===== src/rtl/tdm_port_pkg.sv =====
package tdm_port_pkg;

  localparam int WORD_W = 16;
  localparam int IDX_W  = 4;
  localparam int REG_W  = 8;

  typedef struct packed {
    logic             pad_hi;
    logic             rreq;
    logic             we;
    logic             pad_lo;
    logic [IDX_W-1:0] idx;
    logic [REG_W-1:0] data;
  } ctl_word_t;

  function automatic logic idx_reserved(input logic [IDX_W-1:0] idx);
    return (idx == 4'd11) || (idx == 4'd14) || (idx == 4'd15);
  endfunction

  function automatic logic [WORD_W-1:0] pack_status(input logic [IDX_W-1:0] idx,
                                                    input logic rejected,
                                                    input logic wrote);
    return {4'h0, idx, 5'b00000, rejected, wrote, 1'b1};
  endfunction

  function automatic logic [WORD_W-1:0] pack_readback(input logic [IDX_W-1:0] idx,
                                                      input logic [REG_W-1:0] val);
    return {4'b0100, idx, val};
  endfunction

  function automatic logic [REG_W-1:0] reg_reset_val(input int i);
    return REG_W'(i * 17);
  endfunction

endpackage


===== src/rtl/tdm_slot_timer.sv =====
module tdm_slot_timer #(
  parameter int SLOT_W    = 16,
  parameter int SLOTS_SEQ = 6,
  parameter int SLOTS_PAR = 3,
  localparam int CNT_W    = $clog2(SLOT_W),
  localparam int SL_W     = $clog2(SLOTS_SEQ)
) (
  input  logic            clk,
  input  logic            rst_n,
  input  logic            fsync,
  input  logic            tsi,
  input  logic            two_wire,
  output logic            busy,
  output logic [SL_W-1:0] slot,
  output logic [CNT_W-1:0] bitc,
  output logic            mode,
  output logic            nxt_busy,
  output logic [SL_W-1:0] nxt_slot,
  output logic [CNT_W-1:0] nxt_bit,
  output logic            nxt_mode,
  output logic            word_done,
  output logic            tso
);
  localparam logic [CNT_W-1:0] LAST_BIT = CNT_W'(SLOT_W - 1);
  localparam logic [SL_W-1:0]  LAST_SEQ = SL_W'(SLOTS_SEQ - 1);
  localparam logic [SL_W-1:0]  LAST_PAR = SL_W'(SLOTS_PAR - 1);

  logic            busy_q, mode_q, tso_q;
  logic [SL_W-1:0] slot_q;
  logic [CNT_W-1:0] bit_q;
  logic            abort_w, start_w;
  logic [SL_W-1:0] last_slot;

  assign abort_w   = fsync && busy_q;
  assign start_w   = tsi && !busy_q;
  assign last_slot = mode_q ? LAST_PAR : LAST_SEQ;
  assign word_done = busy_q && (bit_q == LAST_BIT) && !abort_w;

  always_comb begin
    nxt_busy = busy_q;
    nxt_slot = slot_q;
    nxt_bit  = bit_q;
    nxt_mode = mode_q;
    if (abort_w) begin
      nxt_busy = 1'b0;
      nxt_slot = '0;
      nxt_bit  = '0;
    end else if (start_w) begin
      nxt_busy = 1'b1;
      nxt_slot = '0;
      nxt_bit  = '0;
      nxt_mode = two_wire;
    end else if (busy_q) begin
      if (bit_q == LAST_BIT) begin
        nxt_bit = '0;
        if (slot_q == last_slot) begin
          nxt_busy = 1'b0;
          nxt_slot = '0;
        end else begin
          nxt_slot = slot_q + 1'b1;
        end
      end else begin
        nxt_bit = bit_q + 1'b1;
      end
    end
  end

  always_ff @(posedge clk or negedge rst_n) begin
    if (!rst_n) begin
      busy_q <= 1'b0;
      slot_q <= '0;
      bit_q  <= '0;
      mode_q <= 1'b0;
      tso_q  <= 1'b0;
    end else begin
      busy_q <= nxt_busy;
      slot_q <= nxt_slot;
      bit_q  <= nxt_bit;
      mode_q <= nxt_mode;
      tso_q  <= nxt_busy && (nxt_bit == LAST_BIT) &&
                (nxt_slot == (nxt_mode ? LAST_PAR : LAST_SEQ));
    end
  end

  assign busy = busy_q;
  assign slot = slot_q;
  assign bitc = bit_q;
  assign mode = mode_q;
  assign tso  = tso_q;


  tso_pulse_chk: assert property (@(posedge clk) disable iff (!rst_n)
    tso_q |=> !tso_q);


  start_on_tsi_chk: assert property (@(posedge clk) disable iff (!rst_n)
    (tsi && !busy_q) |=> (busy_q && slot_q == '0 && bit_q == '0));


  bit_step_chk: assert property (@(posedge clk) disable iff (!rst_n)
    (busy_q && !fsync && bit_q != LAST_BIT) |=> (busy_q && bit_q == $past(bit_q) + 1'b1));


  abort_chk: assert property (@(posedge clk) disable iff (!rst_n)
    (fsync && busy_q) |=> (!busy_q && !tso_q));

endmodule


===== src/rtl/tdm_serdes.sv =====
module tdm_serdes #(
  parameter int W = 16
) (
  input  logic         clk,
  input  logic         rst_n,
  input  logic         sdi,
  input  logic         rx_en,
  output logic [W-1:0] rx_word,
  input  logic         tx_load,
  input  logic [W-1:0] tx_word,
  input  logic         oe_next,
  output logic         sdo,
  output logic         sdo_oe
);
  logic         sdi_s;
  logic [W-1:0] rx_q, tx_q;
  logic         oe_q;

  always_ff @(negedge clk or negedge rst_n) begin
    if (!rst_n) sdi_s <= 1'b0;
    else        sdi_s <= sdi;
  end

  assign rx_word = {rx_q[W-2:0], sdi_s};

  always_ff @(posedge clk or negedge rst_n) begin
    if (!rst_n) begin
      rx_q <= '0;
      tx_q <= '0;
      oe_q <= 1'b0;
    end else begin
      if (rx_en) rx_q <= rx_word;
      if (tx_load)   tx_q <= tx_word;
      else if (oe_q) tx_q <= {tx_q[W-2:0], 1'b0};
      oe_q <= oe_next;
    end
  end

  assign sdo    = oe_q & tx_q[W-1];
  assign sdo_oe = oe_q;

endmodule


===== src/rtl/tdm_reg_bank.sv =====
module tdm_reg_bank
  import tdm_port_pkg::*;
#(
  parameter int NUM_REGS = 16
) (
  input  logic              clk,
  input  logic              rst_n,
  input  logic              ctl_strobe,
  input  logic [WORD_W-1:0] ctl_word,
  output logic [WORD_W-1:0] out_word
);
  ctl_word_t        cw;
  logic             rreq_q;
  logic [IDX_W-1:0] idx_q;
  logic [WORD_W-1:0] status_q;
  logic             cw_reserved;
  wire  logic [REG_W-1:0] bank [NUM_REGS];

  assign cw          = ctl_word_t'(ctl_word);
  assign cw_reserved = idx_reserved(cw.idx);

  for (genvar gi = 0; gi < NUM_REGS; gi++) begin : g_reg
    if (idx_reserved(IDX_W'(gi))) begin : g_hole
      assign bank[gi] = '0;
    end else begin : g_ff
      logic [REG_W-1:0] q;
      always_ff @(posedge clk or negedge rst_n) begin
        if (!rst_n) q <= reg_reset_val(gi);
        else if (ctl_strobe && cw.we && cw.idx == IDX_W'(gi)) q <= cw.data;
      end
      assign bank[gi] = q;
    end
  end

  always_ff @(posedge clk or negedge rst_n) begin
    if (!rst_n) begin
      rreq_q   <= 1'b0;
      idx_q    <= '0;
      status_q <= pack_status('0, 1'b0, 1'b0);
    end else if (ctl_strobe) begin
      rreq_q   <= cw.rreq;
      idx_q    <= cw.idx;
      status_q <= pack_status(cw.idx, cw.we && cw_reserved, cw.we && !cw_reserved);
    end
  end

  assign out_word = (rreq_q && !idx_reserved(idx_q)) ?
                    pack_readback(idx_q, bank[idx_q]) : status_q;


  write_land_chk: assert property (@(posedge clk) disable iff (!rst_n)
    (ctl_strobe && cw.we && !cw_reserved) |=> (bank[idx_q] == $past(cw.data)));

endmodule


===== src/rtl/tdm_codec_port.sv =====
module tdm_codec_port
  import tdm_port_pkg::*;
#(
  parameter int SLOTS_SEQ = 6,
  parameter int SLOTS_PAR = 3,
  parameter int NUM_REGS  = 16,
  localparam int CNT_W    = $clog2(WORD_W),
  localparam int SL_W     = $clog2(SLOTS_SEQ)
) (
  input  logic              clk,
  input  logic              rst_n,
  input  logic              fsync,
  input  logic              tsi,
  input  logic              two_wire,
  input  logic              sdi,
  input  logic [WORD_W-1:0] cap_left,
  input  logic [WORD_W-1:0] cap_right,
  output logic              sdo,
  output logic              sdo_oe,
  output logic              tso,
  output logic [WORD_W-1:0] play_left,
  output logic [WORD_W-1:0] play_right,
  output logic              play_valid
);
  localparam logic [SL_W-1:0] PAR_N = SL_W'(SLOTS_PAR);

  logic             busy, mode, nxt_busy, nxt_mode, word_done;
  logic [SL_W-1:0]  slot, nxt_slot, out_sel;
  logic [CNT_W-1:0] bitc, nxt_bit;
  logic             in_slot, out_next, tx_load;
  logic             ctl_strobe, left_strobe, right_strobe;
  logic [WORD_W-1:0] rx_word, tx_word, stat_word;
  logic [WORD_W-1:0] pl_q, pr_q;
  logic             pv_q;

  tdm_slot_timer #(
    .SLOT_W(WORD_W), .SLOTS_SEQ(SLOTS_SEQ), .SLOTS_PAR(SLOTS_PAR)
  ) u_timer (
    .clk(clk), .rst_n(rst_n), .fsync(fsync), .tsi(tsi), .two_wire(two_wire),
    .busy(busy), .slot(slot), .bitc(bitc), .mode(mode),
    .nxt_busy(nxt_busy), .nxt_slot(nxt_slot), .nxt_bit(nxt_bit), .nxt_mode(nxt_mode),
    .word_done(word_done), .tso(tso)
  );

  assign in_slot      = busy && (slot < PAR_N);
  assign ctl_strobe   = word_done && in_slot && (slot == SL_W'(0));
  assign left_strobe  = word_done && in_slot && (slot == SL_W'(1));
  assign right_strobe = word_done && in_slot && (slot == SL_W'(2));

  assign out_next = nxt_busy && (nxt_mode || nxt_slot >= PAR_N);
  assign tx_load  = out_next && (nxt_bit == '0);
  assign out_sel  = nxt_mode ? nxt_slot : nxt_slot - PAR_N;

  always_comb begin
    case (out_sel)
      SL_W'(0): tx_word = stat_word;
      SL_W'(1): tx_word = cap_left;
      default:  tx_word = cap_right;
    endcase
  end

  tdm_serdes #(.W(WORD_W)) u_serdes (
    .clk(clk), .rst_n(rst_n), .sdi(sdi), .rx_en(in_slot), .rx_word(rx_word),
    .tx_load(tx_load), .tx_word(tx_word), .oe_next(out_next),
    .sdo(sdo), .sdo_oe(sdo_oe)
  );

  tdm_reg_bank #(.NUM_REGS(NUM_REGS)) u_regs (
    .clk(clk), .rst_n(rst_n), .ctl_strobe(ctl_strobe), .ctl_word(rx_word),
    .out_word(stat_word)
  );

  always_ff @(posedge clk or negedge rst_n) begin
    if (!rst_n) begin
      pl_q <= '0;
      pr_q <= '0;
      pv_q <= 1'b0;
    end else begin
      if (left_strobe)  pl_q <= rx_word;
      if (right_strobe) pr_q <= rx_word;
      pv_q <= right_strobe;
    end
  end

  assign play_left  = pl_q;
  assign play_right = pr_q;
  assign play_valid = pv_q;


  oe_window_chk: assert property (@(posedge clk) disable iff (!rst_n)
    sdo_oe |-> (busy && (mode || slot >= PAR_N)));


  play_pulse_chk: assert property (@(posedge clk) disable iff (!rst_n)
    play_valid |=> !play_valid);

endmodule


===== config.mk =====
export PLATFORM = sky130hd
export DESIGN_NAME = tdm_codec_port
export DESIGN_NICKNAME = d
export VERILOG_FILES = /design/src/rtl/tdm_port_pkg.sv /design/src/rtl/tdm_slot_timer.sv /design/src/rtl/tdm_serdes.sv /design/src/rtl/tdm_reg_bank.sv /design/src/rtl/tdm_codec_port.sv
export SDC_FILE = /design/constraint.sdc
export NUM_CORES = 1
export LEC_CHECK = 0
export CAP_MARGIN = 30
export CORE_MARGIN = 2
export CORE_UTILIZATION = 33
export CTS_CLUSTER_DIAMETER = 150
export DETAILED_ROUTE_END_ITERATION = 16
export DONT_BUFFER_PORTS = 1
export REMOVE_ABC_BUFFERS = 1
export SLEW_MARGIN = 20
export SYNTH_ARGS = -nofsm -noshare
export SYNTH_HDL_FRONTEND = slang
export SYNTH_SLANG_ARGS = --single-unit

===== constraint.sdc =====
create_clock -name clk -period 5.03 [get_ports clk]
set_input_delay 1.2575 -clock clk [delete_from_list [all_inputs] [get_ports clk]]
set_output_delay 1.2575 -clock clk [all_outputs]
set_load 0.005 [all_outputs]

Word level (Yosys, flattened, before mapping)
Index checks and enable logic that the tools add are counted.

storage, ports and cells
  register bits = 191
  output and inout port bits = 36
  word-level logic and storage cells = 131

cells by class
  add/sub/neg operators = 3
  magnitude comparators = 3
  equal/unequal tests = 25
  muxes and demuxes = 26
  bitwise operators = 2
  reduce and logical (&&, ||, !) cells = 44

operator list
  kind                 number
  $eq 4x4->1 const B   13
  $bmux 8 s4           1
  $mux 16              2
  $pmux 16 s2          1
  $logic_and 1x1->1    30
  $mux 3               8
  $eq 4x3->1 const B   4
  $mux 4               4
  $mux 8               2
  $mux 15              1
  $eq 4x2->1 const B   2
  $logic_not 4->1      2
  $mux 1               7
  $eq 3x1->1 const B   2
  $eq 3x3->1           2
  $logic_not 3->1      2
  $ge 5x5->1 const B   1
  $logic_or 1x1->1     5
  $not 4->5            1
  $add 4x1->4 const B  1
  $eq 4x1->1 const B   1
  $logic_not 1->1      4
  $add 3x1->3 const B  1
  $eq 3x2->1 const B   1
  other kinds (5)      5

Longest topological paths before layout
Gate-level depths: netlist of run 1.

  word-level depth = 12
  gate-level depth with buffers = 16
  gate-level depth less buffers = 14

Hierarchy
Synthesis of run 1 repeated with hierarchy kept, for this count alone.

second synthesis, totals
  cell total of the unflattened synthesis = 659
  area, all modules = 9063.7 sq um

modules (own cells, without submodules)
  module          instances  cells each  area each (sq um)  seq. area each (sq um)
  tdm_reg_bank    1          381         5326.4             2832.7
  tdm_codec_port  1          120         1762.9             825.8
  tdm_serdes      1          105         1418.9             825.8
  tdm_slot_timer  1          53          555.5              250.2

==> impl_metrics.tcl, run 1 <==
set metrics [dict create \
    status "completed" \
    pwr-share-comb 0.137 \
    initial_core_util 0.333 \
    layout_common_cells "144 x mux2_2, 141 x dfrtp_1, 88 x nand2_1, 44 x dfstp_2, 27 x a21oi_1" \
    clkTransAtPathRegs_ns 0.07 \
    ys_warn_count 0 \
    avgRoutedWirePerCell_um 19.2 \
    synth_cells 711 \
    fin_util 0.366 \
    layout.nets 738 \
    crit_chain "mux2_2" \
    synth-seq-area-share 0.533 \
    vdd.ir_drop.worst_v 0.000245 \
    overflow 0 \
    crit_path_start "u_serdes.sdi_s$_DFF_NN0_" \
    hold_violations 0 \
    netlist_top_cells_area "dfrtp_1 40%, mux2_2 18%, dfstp_2 13%, mux4_2 4.1%, nand2_1 3.7%" \
    synthToLayoutAreaGrowth_pct 9.78 \
    synth_area_per_cell_um2 12.5 \
    cts_tree "done" \
    max_stage_delay_ns 0.91 \
    antenna_found_initial 0 \
    track_usage 0.148 \
    die-area_mm2 0.0282 \
    globalplace.congestion 0.759 \
    postRouteAntennaNets 0 \
    clock_path_buffers 2 \
    setup.worst_path.start_class "register" \
    avgViaCountPerCell 5.29 \
    fin_worst_skew_ns 0.0331 \
    die_x_um 168 \
    post_cts_buffers 0 \
    post_cts_resized 0 \
    root_buffer "clkbuf_16" \
    finalPower_mw 3.83 \
    internal-power_mw 2.67 \
    r2r_start "u_serdes.sdi_s$_DFF_NN0_" \
    fin_setup_tns_ns 0 \
    ioPinCount 74 \
    worstMarginPinSlew_ns 0.851 \
    route.vias.total 5542 \
    rows 60 \
    swShare 0.304 \
    final_common_cell "mux2_2" \
    synth_enable_flop_cells 0 \
    clk_latency_ns 0.44 \
    htreeDepth 4 \
    ys_types 67 \
    crit_arrival_ns 4.13 \
    wirelength_mm 20.1 \
    cts_sinks 187 \
    worstPathMaxFanout 16 \
    first_iter_violations 441 \
    worst_path_max_delay_cell "dfrtn_1" \
    grt_pass1_vias 5630 \
    finalSetupViolations 0 \
    drc 0 \
    dr.pass1.iters 5 \
    syn_area_mm2 0.00888 \
    grt_start_max_net_pins 188 \
    synth_top_area_frac 0.400 \
    cts_buffers 17 \
    antennaDiodeCount 0 \
    hp-class "register to register" \
    p_per_area_mw_per_mm2 393 \
    reg2reg_slack_ns 1.27 \
    port-buffer-count 0 \
    synthArstFlopShare 1.00 \
    hp-start "u_regs.g_reg[2].g_ff.q[3]$_DFFE_PN0P_" \
    drive_gt1_frac 0.365 \
    cap_violations 0 \
    power_switching_mw 1.16 \
    p_seq_frac 0.511 \
    worst_ep_required_time_ns 5.40 \
    crit_buf_inv 0 \
    dp_hpwl_mm 12.6 \
    slew_viol_final 0 \
    cts_hold_buf 0 \
    timing.max_slew.rel_slack 0.431 \
    die_h_um 168 \
    fp.coreArea_mm2 0.0267 \
    n_fill_cell 2581 \
    path_delay_family "flip-flops" \
    grt_pass1_wl_mm 32.5 \
    synth_flop_cell "dfrtp_1" \
    leakagePower_nw 4.28 \
    criticalPathCategory "register to register" \
    endpoint_kind "register" \
    synth_largest_area_cell "dfrtp_1" \
    clkPwrFrac 0.352 \
    place_area_mm2 0.00916 \
    rsz0062_at_grt "false" \
    final_area_mm2 0.00975 \
    synth-seq-cells 187 \
]
[routing by layer]
metal  vias to the layer above  routed length, µm  GRT usage
met5                         -                  0          0
met3                         6                919     0.0386
li1                       2541                  -          -
met4                         0                120     0.0318
met2                       100               9260      0.234
met1                      2895               9770      0.204
[power groups by stage]
stage          Sequential [mW]  Clock, mW  Combinational, mW
4_1_cts                   1.96       1.38              0.526
6_report                  1.96       1.35              0.523
2_1_floorplan             1.84          0              0.440
3_3_place_gp              1.98          0              0.513
3_5_place_dp              1.99          0              0.522
5_1_grt                   1.99       1.44              0.592
[per-stage QoR]
| step | worst slack (ns) | instances | hold slack, ns |
|---|---|---|---|
| 2_1_floorplan | 1.11 | 667 | 0.449 |
| 3_5_place_dp | 1.06 | 1015 | 0.492 |
| 5_1_grt | 1.12 | 1047 | 0.499 |
| 3_3_place_gp | 1.11 | 1014 | 0.482 |
| 6_report | 1.27 | 1047 | 0.503 |
| 4_1_cts | 1.26 | 1047 | 0.504 |
[area by class of cell]
type	instances	area, µm²	share of cell area
timing repair buffer	7	56.3	0.00578
clock buffer	26	543	0.0557
clock inverter	6	46.3	0.00475
multi-input combinational	465	3880	0.398
inverter	15	56.3	0.00578
tap	341	427	0.0438
sequential	187	4740	0.486
[cell usage after synthesis, types with 3 or more instances]
library cell  number
a21o_1             4
a21oi_1           27
a221oi_1           5
a222oi_1           6
a22oi_1            3
a31oi_1            4
and3_1             3
buf_1              5
buf_2             11
clkbuf_1          24
dfrtp_1          142
dfstp_2           44
ha_1               7
inv_1             14
mux2_2           144
mux2i_1           25
mux4_2            16
nand2_1           88
nand3_1            4
nand3b_1           3
nand4_1            7
nor2_1            21
nor2_2             3
nor2b_1           11
nor3_1             9
nor3b_1            7
o21ai_0           10
o21ai_1            8
o221ai_1           3
o22ai_1            6
o31a_1             5
[cell families (layout without fill, tap and decap cells)]
logic type,Yosys count,count (layout),synth area share
buf+inv,59,54,0.0294
simple gates,174,174,0.0972
mux,186,186,0.253
xor+xnor,1,1,0.000987
fa+ha+maj,7,7,0.00986
flops,187,187,0.533
compound gates,97,97,0.0764
[sequential cells by signal (all words and copies together), names as in the netlist]
name and flops:
u_timer.slot 3, u_regs.idx_q 4, u_regs.status_q 2, u_serdes.sdi_s 1
u_timer.busy 1, play_left 16, u_timer.bitc 4, u_regs.rreq_q 1
u_serdes.rx_q 15, play_valid 1, u_serdes.tx_q 16, u_serdes.sdo_oe 1
u_regs.g.g_ff.q 104, u_timer.tso 1, play_right 16, u_timer.mode 1
[path summary, 6_finish.rpt]
path | end | depth (start not counted)
max | u_regs.g_reg[12].g_ff.q[0]$_DFFE_PN0P_ | 1
min | u_regs.g_reg[2].g_ff.q[3]$_DFFE_PN0P_ | 1
max reg2reg | u_regs.g_reg[12].g_ff.q[0]$_DFFE_PN0P_ | 1
min reg2reg | u_regs.g_reg[2].g_ff.q[3]$_DFFE_PN0P_ | 1
max in group asynchronous | u_serdes.sdi_s$_DFF_NN0_ | 0
min in group asynchronous | u_timer.bitc[1]$_DFF_PN0_ | 0
No activity file was read; power rests on OpenSTA's default activity.
==> inputs of run 2 (changes only) <==
==> constraint.sdc (replaced) <==
create_clock -name clk -period 3.7 [get_ports clk]
set_input_delay 0.925 -clock clk [delete_from_list [all_inputs] [get_ports clk]]
set_output_delay 0.925 -clock clk [all_outputs]
set_load 0.005 [all_outputs]
==> impl_metrics.tcl, run 2 (synthesized netlist as in run 1, its figures left out) <==
set metrics [dict create \
    max_freq_mhz 298 \
    route.vias.total 5540 \
    layout_common_cells "144 x mux2_2, 141 x dfrtp_1, 88 x nand2_1, 44 x dfstp_2, 27 x a21oi_1" \
    postRouteAntennaNets 0 \
    crit_buf_inv 2 \
    globalplace.congestion 0.790 \
    cts_hold_buf 0 \
    wirelength_mm 19.7 \
    avgRoutedWirePerCell_um 18.6 \
    finalSetupViolations 0 \
    leakagePower_nw 4.31 \
    p_per_area_mw_per_mm2 529 \
    criticalPathCategory "register to register" \
    reg2reg_slack_ns 0.34 \
    vdd.ir_drop.worst_v 0.000319 \
    worst_ep_required_time_ns 4.07 \
    setup.worst_path.start_class "register" \
    clkTransAtPathRegs_ns 0.07 \
    max_stage_delay_ns 0.61 \
    drive_gt1_frac 0.382 \
    worst_path_max_delay_cell "or4_4" \
    rows 60 \
    die_h_um 168 \
    hp-class "input port to async pin" \
    fp.coreArea_mm2 0.0267 \
    antenna_found_initial 0 \
    dp_hpwl_mm 12.8 \
    die_x_um 168 \
    antennaDiodeCount 0 \
    ioPinCount 74 \
    avgViaCountPerCell 5.25 \
    grt_start_max_net_pins 188 \
    overflow 0 \
    hold_violations 0 \
    post_cts_resized 0 \
    fin_worst_skew_ns 0.0277 \
    cts_sinks 187 \
    cts_buffers 17 \
    cts_tree "done" \
    n_fill_cell 2569 \
    grt_pass1_wl_mm 32.4 \
    initial_core_util 0.333 \
    final_area_mm2 0.00980 \
    period_needed_ns 3.36 \
    htreeDepth 4 \
    grt_pass1_vias 5775 \
    rsz0062_at_grt "false" \
    drc 0 \
    regMostFlops "u_regs.g.g_ff.q" \
    root_buffer "clkbuf_16" \
    dr.pass1.iters 6 \
    place_area_mm2 0.00922 \
    worstPathMaxFanout 7 \
    die-area_mm2 0.0282 \
    period_share 0.907 \
    layout.nets 746 \
    fin_setup_tns_ns 0 \
    final_common_cell "mux2_2" \
    post_cts_buffers 0 \
    worstMarginPinSlew_ns 0.861 \
    crit_chain "ha_2, nand4_2, a311o_1, a21oi_4, ha_1, inv_1, ha_1, inv_1, o21ai_0, o21ai_1, or4_4, nor2_1, o31a_1" \
    clk_latency_ns 0.44 \
    r2r_start "u_timer.bitc[0]$_DFF_PN0_" \
    endpoint_kind "register" \
    cap_violations 0 \
    port-buffer-count 0 \
    crit_arrival_ns 3.72 \
    rr_endpoint "u_serdes.tx_q[7]$_DFFE_PN0P_" \
    reg2reg_depth 13 \
    track_usage 0.146 \
    slew_viol_final 0 \
    synthToLayoutAreaGrowth_pct 10.3 \
    clock_path_buffers 2 \
    path_delay_family "compound AO/OA/AOI/OAI gates" \
    largest_reg_flops 104 \
    first_iter_violations 472 \
    status "completed" \
    timing.max_slew.rel_slack 0.426 \
]
## run 2: cell count changes in the layout (fill, tap and decap cells not counted), moves of 2 or more
cell | previous run | this run
clkbuf_1 | 4 | 0
clkinv_4 | 0 | 2
inv_8 | 0 | 3
clkbuf_16 | 20 | 17
buf_4 | 6 | 15
## run 2: worst max path at each step
stage,from,endpoint,cells after the start,slack [ns]
finish,u_timer.bitc[0]$_DFF_PN0_,u_serdes.tx_q[7]$_DFFE_PN0P_,13,0.34
global route,u_timer.bitc[0]$_DFF_PN0_,u_serdes.tx_q[7]$_DFFE_PN0P_,13,0.03
detailed placement,u_timer.bitc[0]$_DFF_PN0_,u_serdes.tx_q[7]$_DFFE_PN0P_,14,0.18
CTS,u_timer.bitc[0]$_DFF_PN0_,u_serdes.tx_q[7]$_DFFE_PN0P_,14,0.18
global placement,tsi,u_serdes.tx_q[7]$_DFFE_PN0P_,12,0.26
floorplan,tsi,u_serdes.tx_q[3]$_DFFE_PN0P_,10,0.18
## run 2: layout make-up
class / instances / area [µm²] / area share
clock inverter: 13 / 123 / 0.0125
tap: 341 / 427 / 0.0435
inverter: 15 / 56.3 / 0.00575
timing repair buffer: 15 / 113 / 0.0115
multi-input combinational: 465 / 3890 / 0.397
clock buffer: 19 / 453 / 0.0462
sequential: 187 / 4740 / 0.483
## run 2: routing by layer
layer / routed length [µm] / global-route usage / vias up
li1: - / - / 2562
met1: 9340 / 0.198 / 2852
met2: 9280 / 0.237 / 113
met3: 883 / 0.0322 / 13
met4: 168 / 0.0393 / 0
met5: 0 / 0 / -
## run 2: power breakdown
| group | internal, mW | switching (mW) | leakage, nW |
|---|---|---|---|
| Clock | 0.926 | 0.858 | 0.279 |
| Sequential | 2.23 | 0.396 | 2.38 |
| Combinational | 0.400 | 0.381 | 1.65 |
| Total | 3.55 | 1.63 | 4.31 |
## run 2: per-stage QoR
| step | total power, mW | setup slack (ns) | cells | utilization | hold WS, ns |
|---|---|---|---|---|---|
| final | 5.19 | 0.343 | 1055 | 0.368 | 0.188 |
| after global routing | 5.49 | 0.0287 | 1055 | 0.368 | 0.163 |
| after CTS | 5.26 | 0.184 | 1055 | 0.367 | 0.162 |
| after detailed placement | 3.45 | 0.183 | 1023 | 0.346 | 0.479 |
| after global placement | 3.44 | 0.262 | 1023 | 0.346 | 0.474 |
| after floorplan | 3.11 | 0.183 | 667 | - | 0.449 |
==> inputs of run 3 (changes only) <==
--- a/config.mk
+++ b/config.mk
@@ -11,6 +11,7 @@
 export CTS_CLUSTER_DIAMETER = 150
 export DETAILED_ROUTE_END_ITERATION = 16
 export DONT_BUFFER_PORTS = 1
+export PLACE_DENSITY = 0.44
 export REMOVE_ABC_BUFFERS = 1
 export SLEW_MARGIN = 20
 export SYNTH_ARGS = -nofsm -noshare
==> impl_metrics.tcl, run 3 (synthesized netlist as in run 1, its figures left out) <==
set metrics [dict create \
    swShare 0.310 \
    grt_pass1_vias 5919 \
    drc 0 \
    htreeDepth 4 \
    clk_latency_ns 0.43 \
    slew_viol_final 0 \
    finalSetupViolations 0 \
    postRouteAntennaNets 0 \
    initial_core_util 0.333 \
    antenna_found_initial 0 \
    antennaDiodeCount 0 \
    route.top_layer_used "met4" \
    worstPathMaxFanout 7 \
    regArea_mm2 0.00474 \
    overflow 0 \
    n_fill_cell 2536 \
    cts_buffers 17 \
    finalPower_mw 5.37 \
    clkPwrFrac 0.360 \
    fp.coreArea_mm2 0.0267 \
    grt_pass1_wl_mm 35.3 \
    worst_path_max_delay_cell "or4_4" \
    power_switching_mw 1.67 \
    hp-class "input port to async pin" \
    ioPinCount 74 \
    largest_reg_flops 104 \
    avgRoutedWirePerCell_um 20.8 \
    max_stage_delay_ns 0.62 \
    die-area_mm2 0.0282 \
    drt-met1-wl_mm 10.5 \
    hold_violations 0 \
    p_per_area_mw_per_mm2 545 \
    cts_tree "done" \
    crit_arrival_ns 3.78 \
    timing.max_slew.rel_slack 0.413 \
    rsz0062_at_grt "false" \
    crit_buf_inv 2 \
    multi_input_area_mm2 0.00391 \
    hold_ws_ns 0.197 \
    rr_endpoint "u_serdes.tx_q[6]$_DFFE_PN0P_" \
    final_common_cell "mux2_2" \
    die_h_um 168 \
    cts_sinks 187 \
    period_needed_ns 3.41 \
    vdd.ir_drop.worst_v 0.000303 \
    grt_start_max_net_pins 188 \
    reg2reg_depth 13 \
    r2r_start "u_timer.bitc[0]$_DFF_PN0_" \
    die_x_um 168 \
    pwr-share-comb 0.148 \
    root_buffer "clkbuf_16" \
    leakagePower_nw 4.34 \
    cap_violations 0 \
    reg2reg_slack_ns 0.29 \
    route.vias.total 5626 \
    globalplace.congestion 0.818 \
    crit_chain "ha_2, nand4_2, a311o_1, a21oi_4, ha_1, inv_1, ha_1, inv_1, o21ai_1, o21ai_1, or4_4, nor2_1, o31a_1" \
    layout_common_cells "144 x mux2_2, 141 x dfrtp_1, 88 x nand2_1, 44 x dfstp_2, 27 x a21oi_1" \
    clock_path_buffers 2 \
    worst_ep_required_time_ns 4.07 \
    track_usage 0.162 \
    dp_hpwl_mm 14.5 \
    drive_gt1_frac 0.383 \
    synthToLayoutAreaGrowth_pct 11.0 \
    internal-power_mw 3.71 \
    max_freq_mhz 293 \
    criticalPathCategory "register to register" \
    wirelength_mm 22.0 \
    clkTransAtPathRegs_ns 0.08 \
    rows 60 \
    regMostFlops "u_regs.g.g_ff.q" \
    fin_worst_skew_ns 0.0276 \
    avgViaCountPerCell 5.33 \
    path_delay_family "compound AO/OA/AOI/OAI gates" \
    setup.worst_path.start_class "register" \
    endpoint_kind "register" \
    dr.pass1.iters 4 \
    routed-wl-met3_um 694 \
    fin_setup_tns_ns 0 \
    status "completed" \
    layout.nets 747 \
    period_share 0.921 \
    p_seq_frac 0.492 \
    wl_met2_mm 10.6 \
    worstMarginPinSlew_ns 0.880 \
    port-buffer-count 0 \
    first_iter_violations 342 \
]
==> run 3: cell types whose count changed in the layout (fill, tap and decap cells not counted) <==
cell / previous run / this run
o21ai_0: 10 / 9
inv_8: 3 / 2
o211ai_4: 0 / 1
clkinv_2: 1 / 3
o21ai_1: 8 / 9
clkinv_8: 1 / 0
o211ai_2: 1 / 0
clkinv_4: 2 / 0
inv_6: 4 / 5
nor2_2: 3 / 2
buf_4: 15 / 16
clkbuf_8: 2 / 0
bufinv_16: 0 / 3
nor2_4: 0 / 1
==> run 3: final cells by class <==
type	instances	share of cell area
Clock buffer	17	0.0432
Inverter	15	0.00571
Multi-Input combinational cell	465	0.396
Sequential cell	187	0.481
Tap cell	341	0.0433
Timing Repair Buffer	16	0.0122
Clock inverter	15	0.0189
==> run 3: how the worst max path moves through the flow <==
stage | from | endpoint | cells past startpoint
6_report | u_timer.bitc[0]$_DFF_PN0_ | u_serdes.tx_q[6]$_DFFE_PN0P_ | 13
5_1_grt | u_timer.bitc[0]$_DFF_PN0_ | u_serdes.tx_q[4]$_DFFE_PN0P_ | 13
4_1_cts | u_timer.bitc[0]$_DFF_PN0_ | u_serdes.tx_q[11]$_DFFE_PN0P_ | 14
3_5_place_dp | u_timer.bitc[0]$_DFF_PN0_ | u_serdes.tx_q[11]$_DFFE_PN0P_ | 14
3_3_place_gp | tsi | u_serdes.tx_q[11]$_DFFE_PN0P_ | 12
2_1_floorplan | tsi | u_serdes.tx_q[3]$_DFFE_PN0P_ | 10
==> run 3: routing by layer <==
layer  up-vias  track usage
met5         -            0
met4         0       0.0389
met3        14       0.0360
met2        87        0.267
met1      2976        0.219
li1       2549            -
==> run 3: power by group through the flow <==
| stage | logic [mW] | clock network [mW] | registers, mW |
|---|---|---|---|
| 2_1_floorplan | 0.599 | 0 | 2.51 |
| 3_3_place_gp | 0.751 | 0 | 2.68 |
| 3_5_place_dp | 0.777 | 0 | 2.69 |
| 4_1_cts | 0.780 | 1.99 | 2.65 |
| 5_1_grt | 0.883 | 2.09 | 2.70 |
| 6_report | 0.793 | 1.94 | 2.64 |
==> run 3: timing repair <==
action	4_1_cts	5_1_grt
hold buffers	0	0
gates resized for setup	0	6
setup endpoints to repair	0	16
setup buffers	0	0
==> run 3: per-stage QoR <==
step	setup WS, ns	util	area, µm²	instances
after floorplan	0.183	-	8670	667
after global placement	0.200	0.346	9220	1024
after detailed placement	0.104	0.346	9220	1024
after CTS	0.0680	0.369	9830	1056
after global routing	0.0291	0.370	9860	1056
final	0.291	0.370	9860	1056
